### config.mk
export PLATFORM = sky130hd
export DESIGN_NAME = vec_collector
export DESIGN_NICKNAME = d
export VERILOG_FILES = /design/src/rtl/vec_collector.sv
export SDC_FILE = /design/constraint.sdc
export NUM_CORES = 2
export LEC_CHECK = 0
export BUFFER_PORTS_ARGS = -buffer_cell sky130_fd_sc_hd__buf_2
export CORE_ASPECT_RATIO = 0.8
export CORE_MARGIN = 1
export CORE_UTILIZATION = 40
export DETAILED_ROUTE_END_ITERATION = 16
export HOLD_SLACK_MARGIN = 0.05
export PLACE_DENSITY = 0.6
export SYNTH_ARGS = -nofsm -noshare
export SYNTH_HDL_FRONTEND = slang
export SYNTH_SLANG_ARGS = --single-unit
export TNS_END_PERCENT = 1
### constraint.sdc
create_clock -name clk -period 22.1 [get_ports clk]
set_clock_uncertainty 0.15 [all_clocks]
set_input_delay 2.21 -clock clk [delete_from_list [all_inputs] [get_ports clk]]
set_output_delay 2.21 -clock clk [all_outputs]
set_load 0.02 [all_outputs]
### src/rtl/vec_collector.sv
module vec_collector #(
  parameter int NS       = 2,
  parameter int AW       = 16,
  parameter int NW       = 12,
  parameter int LB_LOG   = 3,
  parameter int TMAX_LOG = 3,
  parameter int EW       = 32,
  localparam int SW  = (NS > 1) ? $clog2(NS) : 1,
  localparam int NL  = (((1 << TMAX_LOG) * (EW / 8)) >> LB_LOG) + 1,
  localparam int SLW = $clog2(NL),
  localparam int TGW = 1 + SW + SLW,
  localparam int LW  = 8 << LB_LOG
) (
  input  logic             clk,
  input  logic             rst_n,
  input  logic             start,
  input  logic [NS*AW-1:0] cfg_base,
  input  logic [NS*2-1:0]  cfg_esz,
  input  logic [NW-1:0]    cfg_len,
  input  logic [3:0]       cfg_tile_log,
  output logic             mem_req_valid,
  input  logic             mem_req_ready,
  output logic [AW-1:0]    mem_req_addr,
  output logic [TGW-1:0]   mem_req_tag,
  input  logic             mem_rsp_valid,
  input  logic [TGW-1:0]   mem_rsp_tag,
  input  logic [LW-1:0]    mem_rsp_data,
  input  logic [SW-1:0]    rd_stream,
  input  logic [NW-1:0]    rd_idx,
  output logic             rd_valid,
  output logic [EW-1:0]    rd_data,
  input  logic             tile_done,
  output logic             done
);
  localparam int LAW = AW - LB_LOG;
  localparam int XW  = NW + TMAX_LOG + 2;

  logic          run;
  logic [NW:0]   ftile, ctile;
  logic [SW-1:0] fs;
  logic [SLW-1:0] fslot;
  logic [1:0][NS-1:0][NL-1:0] vld;
  logic [LW-1:0] store [2][NS][NL];

  function automatic logic [LAW-1:0] line_of(logic [AW-1:0] b, logic [1:0] e, logic [XW-1:0] i);
    logic [AW-1:0] a;
    a = b + (AW'(i) << e);
    return a[AW-1:LB_LOG];
  endfunction

  wire [XW-1:0] len_x = XW'(cfg_len);
  wire [XW-1:0] tsz   = XW'(1) << cfg_tile_log;

  // fill side
  wire [AW-1:0]  fb      = cfg_base[fs*AW +: AW];
  wire [1:0]     fe      = cfg_esz[fs*2 +: 2];
  wire [XW-1:0]  f_first = XW'(ftile) << cfg_tile_log;
  wire [XW-1:0]  f_end   = (f_first + tsz > len_x) ? len_x : f_first + tsz;
  wire [LAW-1:0] f_fl    = line_of(fb, fe, f_first);
  wire [LAW-1:0] f_ll    = line_of(fb, fe, f_end - 1);
  wire [LAW-1:0] f_cur   = f_fl + LAW'(fslot);
  wire [NW:0]    ahead   = ftile - ctile;

  assign done          = run && ((XW'(ctile) << cfg_tile_log) >= len_x);
  assign mem_req_valid = run && (f_first < len_x) && (ahead < 2);
  assign mem_req_addr  = {f_cur, {LB_LOG{1'b0}}};
  assign mem_req_tag   = {ftile[0], fs, fslot};

  // read side
  wire [AW-1:0]  rb      = cfg_base[rd_stream*AW +: AW];
  wire [1:0]     re      = cfg_esz[rd_stream*2 +: 2];
  wire [XW-1:0]  r_tile  = XW'(rd_idx) >> cfg_tile_log;
  wire [XW-1:0]  r_first = r_tile << cfg_tile_log;
  wire [AW-1:0]  r_addr  = rb + (AW'(rd_idx) << re);
  wire [SLW-1:0] r_slot  = SLW'(r_addr[AW-1:LB_LOG] - line_of(rb, re, r_first));
  wire           r_buf   = r_tile[0];
  wire           r_win   = run && (rd_idx < cfg_len) &&
                           (r_tile == XW'(ctile) || r_tile == XW'(ctile) + 1);
  wire [LW-1:0]  r_sh    = store[r_buf][rd_stream][r_slot] >> {r_addr[LB_LOG-1:0], 3'b000};

  assign rd_valid = r_win && vld[r_buf][rd_stream][r_slot];
  assign rd_data  = !rd_valid ? '0 :
                    (re == 2'd0) ? EW'(r_sh[7:0]) :
                    (re == 2'd1) ? EW'(r_sh[15:0]) : r_sh[EW-1:0];

  wire           w_buf  = mem_rsp_tag[TGW-1];
  wire [SW-1:0]  w_str  = mem_rsp_tag[SLW +: SW];
  wire [SLW-1:0] w_slot = mem_rsp_tag[SLW-1:0];

  always_ff @(posedge clk or negedge rst_n) begin
    if (!rst_n) begin
      run   <= 1'b0;
      ftile <= '0;
      ctile <= '0;
      fs    <= '0;
      fslot <= '0;
      vld   <= '0;
    end else if (start) begin
      run   <= 1'b1;
      ftile <= '0;
      ctile <= '0;
      fs    <= '0;
      fslot <= '0;
      vld   <= '0;
    end else begin
      if (mem_req_valid && mem_req_ready) begin
        if (f_cur == f_ll) begin
          fslot <= '0;
          if (fs == SW'(NS - 1)) begin
            fs    <= '0;
            ftile <= ftile + 1'b1;
          end else begin
            fs <= fs + 1'b1;
          end
        end else begin
          fslot <= fslot + 1'b1;
        end
      end
      if (run && !done && tile_done) begin
        vld[ctile[0]] <= '0;
        ctile         <= ctile + 1'b1;
      end
      if (mem_rsp_valid)
        vld[w_buf][w_str][w_slot] <= 1'b1;
    end
  end

  always_ff @(posedge clk) begin
    if (mem_rsp_valid)
      store[w_buf][w_str][w_slot] <= mem_rsp_data;
  end
endmodule

After elaboration in Yosys (flattened, before gate mapping):

Memories as Yosys holds them, arrays and structs flattened.
Index checks and enable logic that the tools add are counted.

* flip-flop bits (word level): 51
* bits in writable memories: 1280
* input port bits: 140
* output and inout bits: 56
* word-level logic and storage cells: 142
* memories: 1

Memory list
* store: depth 2, bits a word 640, read ports 1, clocked after memory_dff 0, wr ports 1, line 43 `logic [LW-1:0] store [2][NS][NL];`

* add/subtract/negate cells: 14
* magnitude comparators: 22
* equal/unequal tests: 4
* shift-type cells: 14
* mux-type cells: 47
* bitwise operators: 7
* reduce and logical (&&, ||, !) cells: 24

Operators with widths (number)
* 2-to-1 mux 320 bit: 4
* 2-to-1 mux 640 bit: 1
* demux 320 bit (select 1 bit): 1
* binary-select mux 64 bit (select 3 bit): 1
* demux 64 bit (select 3 bit): 1
* 2-to-1 mux 64 bit: 3
* 2-to-1 mux 32 bit: 3
* 2-to-1 mux 20 bit: 4
* 2-to-1 mux 13 bit: 6
* right shift 64 x 6 -> 32 bit: 1
* 2-to-1 mux 10 bit: 4
* << shifter 13 x 4 -> 17 bit: 2
* adder 16 bit: 2
* indexed part select 32 x 6 -> 16 bit: 1
* indexed part select 32 x 6 -> 6 bit: 1
* << shifter 16 x 2 -> 16 bit: 2
* adder 13 x 1 -> 13 bit (second input constant): 2
* AND 20 bit: 1
* demux 10 bit (select 1 bit): 2
* inverter 20 bit: 1
* bitwise OR 20 bit: 1
* adder 17 bit: 1
* equality test 17 x 13 -> 1 bit: 1
* equality test 17 x 14 -> 1 bit: 1
* other kinds (45): 85

Logic depth before layout (Yosys ltp):

* word-level depth: 13
* gate-level depth with buffers: 51
* gate-level depth less buffers: 44

Worst setup path before layout:

Ideal clock, no wire load.

* kind: input to output
* start: in cfg_tile_log[0]
* end: out rd_data[7]
* arrival time: 9.688 ns
* data required time: 19.740 ns
* setup slack: 10.052 ns
* cell stages on the path: 28
* buffers on the path: 11
* cells stage by stage: buf_4 > buf_6 > buf_2 > buf_2 > mux4_2 > a21oi_1 > a21oi_1 > buf_2 > buf_2 > buf_2 > buf_1 > a31oi_1 > nor2_1 > ha_1 > nand4_1 > a2111oi_0 > o21ai_0 > a21boi_0 > nor2_1 > xor2_1 > fa_1 > buf_1 > clkbuf_1 > clkbuf_1 > mux4_2 > a21oi_1 > o221ai_1 > o211a_1

* cells in the longest elaborated chain, start to end: 13
* elaborated cells between the ends (all ways): 28
* those cells by class: add/sub (2); eq/ne (2); shift (4); mux (15); bitwise (1); reduce/logical (3); memory (1)

Ends and longest elaborated chain
* start, declared: line 20 `input logic [3:0] cfg_tile_log,`
* right shift 12 x 4 -> 17 bit: line 72 `wire [XW-1:0] r_tile = XW'(rd_idx) >> cfg_tile_log;`
* << shifter 17 x 4 -> 16 bit: line 73 `wire [XW-1:0] r_first = r_tile << cfg_tile_log;`
* << shifter 16 x 2 -> 6 bit: line 47 `a = b + (AW'(i) << e);`
* adder 6 bit: line 47
* subtractor 3 bit: line 75 `wire [SLW-1:0] r_slot = SLW'(r_addr[AW-1:LB_LOG] - line_of(rb, re, r_first));`
* inverter 3 -> 4 bit (implied by the code): line 79 `wire [LW-1:0] r_sh = store[r_buf][rd_stream][r_slot] >> {r_addr[LB_LOG-1:0], 3'b000};`
* binary-select mux 64 bit (select 3 bit): line 79
* 2-to-1 mux 64 bit (implied by the code) (2 in series): line 79
* right shift 64 x 6 -> 32 bit: line 79
* 2-to-1 mux 32 bit: line 84 `(re == 2'd1) ? EW'(r_sh[15:0]) : r_sh[EW-1:0];`
* 2-to-1 mux 32 bit: line 83 `(re == 2'd0) ? EW'(r_sh[7:0]) :`
* 2-to-1 mux 32 bit (*): line 82 `assign rd_data = !rd_valid ? '0 :`
* end, declared: line 31 `output logic [EW-1:0] rd_data,`

Every way passes the cells marked *; elsewhere a longest branch is shown, timed or not. The select of a mux whose other input is x is not followed.

Final worst setup path:

* start: in cfg_tile_log[0]
* end: out rd_data[25]

Same word-level chain as after synthesis.

==> summary.txt <==
Status
  – Outcome: complete, no violations

Setup path
  – Delay contributed by the slowest stage of the critical path: 0.94 ns
  – Kind of start point of the critical path: primary input
  – Buffers & Inverters on Critical Path: 6
  – CP max stage cell: fa_4
  – Worst Path Class, Setup: primary input to primary output
  – Dominant delay contributor by cell family on the critical path: compound AO/OA/AOI/OAI gates
  – Crit path max fanout: 65
  – Critical Path RT: 19.74 ns
  – Data arrival time at the worst-slack endpoint: 12.21 ns
  – Cell with the most instances on the worst path: buf_4
  – Critical Path Sink Type: primary output

Clock network
  – Cell at the root of the clock tree: clkbuf_16
  – Total number of H-tree levels: 4
  – Clock-pin slew on the worst setup and hold paths: 0.06 ns
  – Number of buffers between clock root and the deepest sink: 3
  – Post-CTS Resized: 0
  – # hold bufs at CTS: 0
  – Clock latency on the worst-skew pair: 0.78 ns
  – Clock buffers created by TritonCTS: 135
  – Buffers inserted during post-CTS setup optimization: 0
  – TritonCTS clock tree: yes
  – Number of clock sinks: 1,331

Detailed routing
  – Routed Antenna Nets: 0
  – Wire length per cell: 27.87 um
  – Wire length after detailed routing: 171,300 um
  – Number of vias per cell: 5.980
  – DR pass1 iterations: 5
  – Vias: 36,760
  – Number of DRC markers in iteration 0: 4,584
  – Remaining routing DRC violations: 0

Global route
  – Global-route wire length before repair: 249,400 um
  – GRT Residual Overflow: 0
  – Largest net degree at the start of global routing: 122
  – Number of antenna violations at the first check in global routing: 31
  – Global router's overall resource usage: 0.2164
  – Via count of the first global-routing pass: 35,430

Synthesis
  – Share of the synthesized area in compound gates (AO/OA/AOI/OAI): 0.06456
  – Predominant post-synthesis flop cell: edfxtp_1
  – Avg Synthesized Cell Area: 16.08 um2
  – Number of warnings printed during yosys synthesis: 0
  – Cell area after synthesis: 61,980 um2
  – Async SR Flop Fraction: 0.03832
  – Main combinational cell family by area after synthesis: multiplexers
  – Number of synthesized register bits: 1,331
  – Sequential area share after synthesis: 0.6408
  – EDFF count, synth: 1,280
  – Number of cells produced by synthesis: 3,854
  – Count of distinct cell types in the synthesized netlist: 95
  – Simple-gate portion of the synthesized area: 0.06476
  – Proportion of synthesized area in mux cells: 0.1691
  – Adder-cell area share of the yosys netlist: 0.02475
  – Synthesized-area fraction occupied by xor and xnor cells: 0.01623

STA
  – Final critical path time including I/O delays and setup: 14.57 ns
  – Number of hold violations in the final report: 0
  – Final Cycle Share: 0.6591
  – Total negative setup slack: 0 ns
  – Upper clock frequency limit: 68.65 MHz
  – Unrepaired setup endpoints after global routing: no
  – Number of setup violations in the final report: 0
  – Final count of pins violating max slew: 0
  – Transition at the pin with the smallest max-transition slack: 1.465 ns
  – Slew HR: 0.02016

Flow run
  – Number of max-cap violations: 0

Floorplan
  – Vertical die dimension: 354.1 um
  – Core Box Area: 152,900 um2
  – DIE AREA: 156,500 um2
  – Number of core rows: 128
  – Die Width: 442.1 um
  – I/O pin count: 196
  – Starting density of the core: 0.4052

Placed design
  – Placer Congestion: 0.9486
  – Number of buffers inserted by port buffering: 192
  – Sum of net half-perimeters after detailed placement: 105,100 um

Finish
  – Commonest non-fill, non-tap cell in the layout: edfxtp_1
  – Net count, final: 4,283
  – Most used cells in the layout excluding fill and tap cells: edfxtp_1 (1,280), mux4_2 (402), nor2_1 (266), a21oi_1 (213), nand2_1 (202)
  – Layout overhead on the synthesized area: 11.95%
  – FILL cells: 13,120
  – Layout cell share with drive strength beyond 1: 0.2283

Pwr
  – Pwr Total: 6.552 mW
  – Cell Pwr Density: 94.44 nW/um2
  – Largest vdd supply drop: 0.09824 mV
  – Leakage power total: 23.15 nW

Worst hold path
  – Worst hold path type: flip-flop to flip-flop
-- Yosys cell counts (10+ instances only) --
cell type  instances  area, um2
a211oi_1          29      217.7
a21o_1            42      315.3
a21oi_1          214       1071
a22o_1            11      96.34
a31oi_1           12      75.07
and2_1            20      125.1
and3_1            16      100.1
buf_1             37      138.9
buf_2             22      110.1
clkbuf_1         155      581.8
dfrtp_1           51       1276
edfxtp_1        1280      38440
ha_1             113       1414
inv_1             77      289.0
mux2_2            42      473.0
mux2i_1           95      950.9
mux4_2           402       9054
nand2_1          202      758.2
nand2b_1          31      193.9
nand3_1           48      240.2
nand3b_1          15      112.6
nand4_1           26      162.7
nor2_1           276       1036
nor2b_1           13      81.33
nor3_1            65      325.3
nor3b_1           17      127.6
nor4_1            24      150.1
o211a_1           13      130.1
o211ai_1          20      150.1
o21a_1            32      240.2
o21ai_0          107      535.5
o21bai_1          11      82.58
o221ai_1          11      96.34
o22ai_1           18      112.6
or2_2             12      75.07
or3_1             22      137.6
or4_1             10      75.07
xnor2_1           72      630.6
xor2_1            35      306.5
-- stage by stage --
step	instance area [um2]	setup WS, ns	hold slack [ns]	cells	utilization
4_1_cts	69370	7.421	0.3541	6141	0.4535
3_5_place_dp	65260	7.444	0.3376	5903	0.4267
2_1_floorplan	61980	10.05	0.3114	3856	-
5_1_grt	69380	6.961	0.3680	6147	0.4536
6_report	69380	7.534	0.3487	6147	0.4536
3_3_place_gp	65260	7.384	0.3287	5903	0.4267
-- layout make-up --
type / count / area [um2] / area share
inverters: 80 / 325.3 / 0.004689
multi-input cells: 2220 / 21210 / 0.3057
clock buffers: 168 / 3608 / 0.05201
diodes: 6 / 15.01 / 0.0002164
flip-flops and latches: 1331 / 39710 / 0.5724
clock inverters: 70 / 500.5 / 0.007214
well taps: 2015 / 2521 / 0.03634
repair buffers: 257 / 1484 / 0.02139
-- logic make-up after synthesis --
family	count (synthesis)
AOI/OAI and AO/OA	618
xor gates and xnor gates	110
adders and majority gates	120
buffers and inverters	305
DFF	1331
muxes	539
other	1
and+or+nand+nor	830
-- flip-flops by register name, summed over array words and instances, names as in the netlist --
register  flops
fs            1
vld          20
store      1280
ctile        13
ftile        13
run           1
fslot         3
-- routing by layer --
layer,share of wire,wire [um],GRT usage,vias up
li1,-,-,-,15850
met1,0.45,77210,0.3276,19010
met2,0.45,76790,0.3208,1628
met3,0.073,12470,0.03147,254
met4,0.027,4710,0.07017,16
met5,0.00063,108,0,-
-- final timing paths --
| path | startpoint | end | slack, ns | cells after the start |
|---|---|---|---|---|
| worst max-delay path | cfg_tile_log[0] | rd_data[25] | 7.53 | 28 |
| worst min-delay path | vld[9] | vld[9] | 0.35 | 1 |
| worst max register to register | ftile[0] | ftile[12] | 11.05 | 40 |
| worst min register to register | vld[9] | vld[9] | 0.35 | 1 |
| max in group asynchronous | rst_n | vld[10] | 19.82 | 2 |
| min in group asynchronous | rst_n | ctile[6] | 1.43 | 2 |
-- power by group --
group          total (mW)  switching [mW]  internal, mW  leakage (nW)
combinational        1.59            1.02         0.572          8.91
clock                2.16           0.955          1.21          2.01
sequential           2.80         0.00743          2.79          12.2
(Power assumes the default switching activity.)
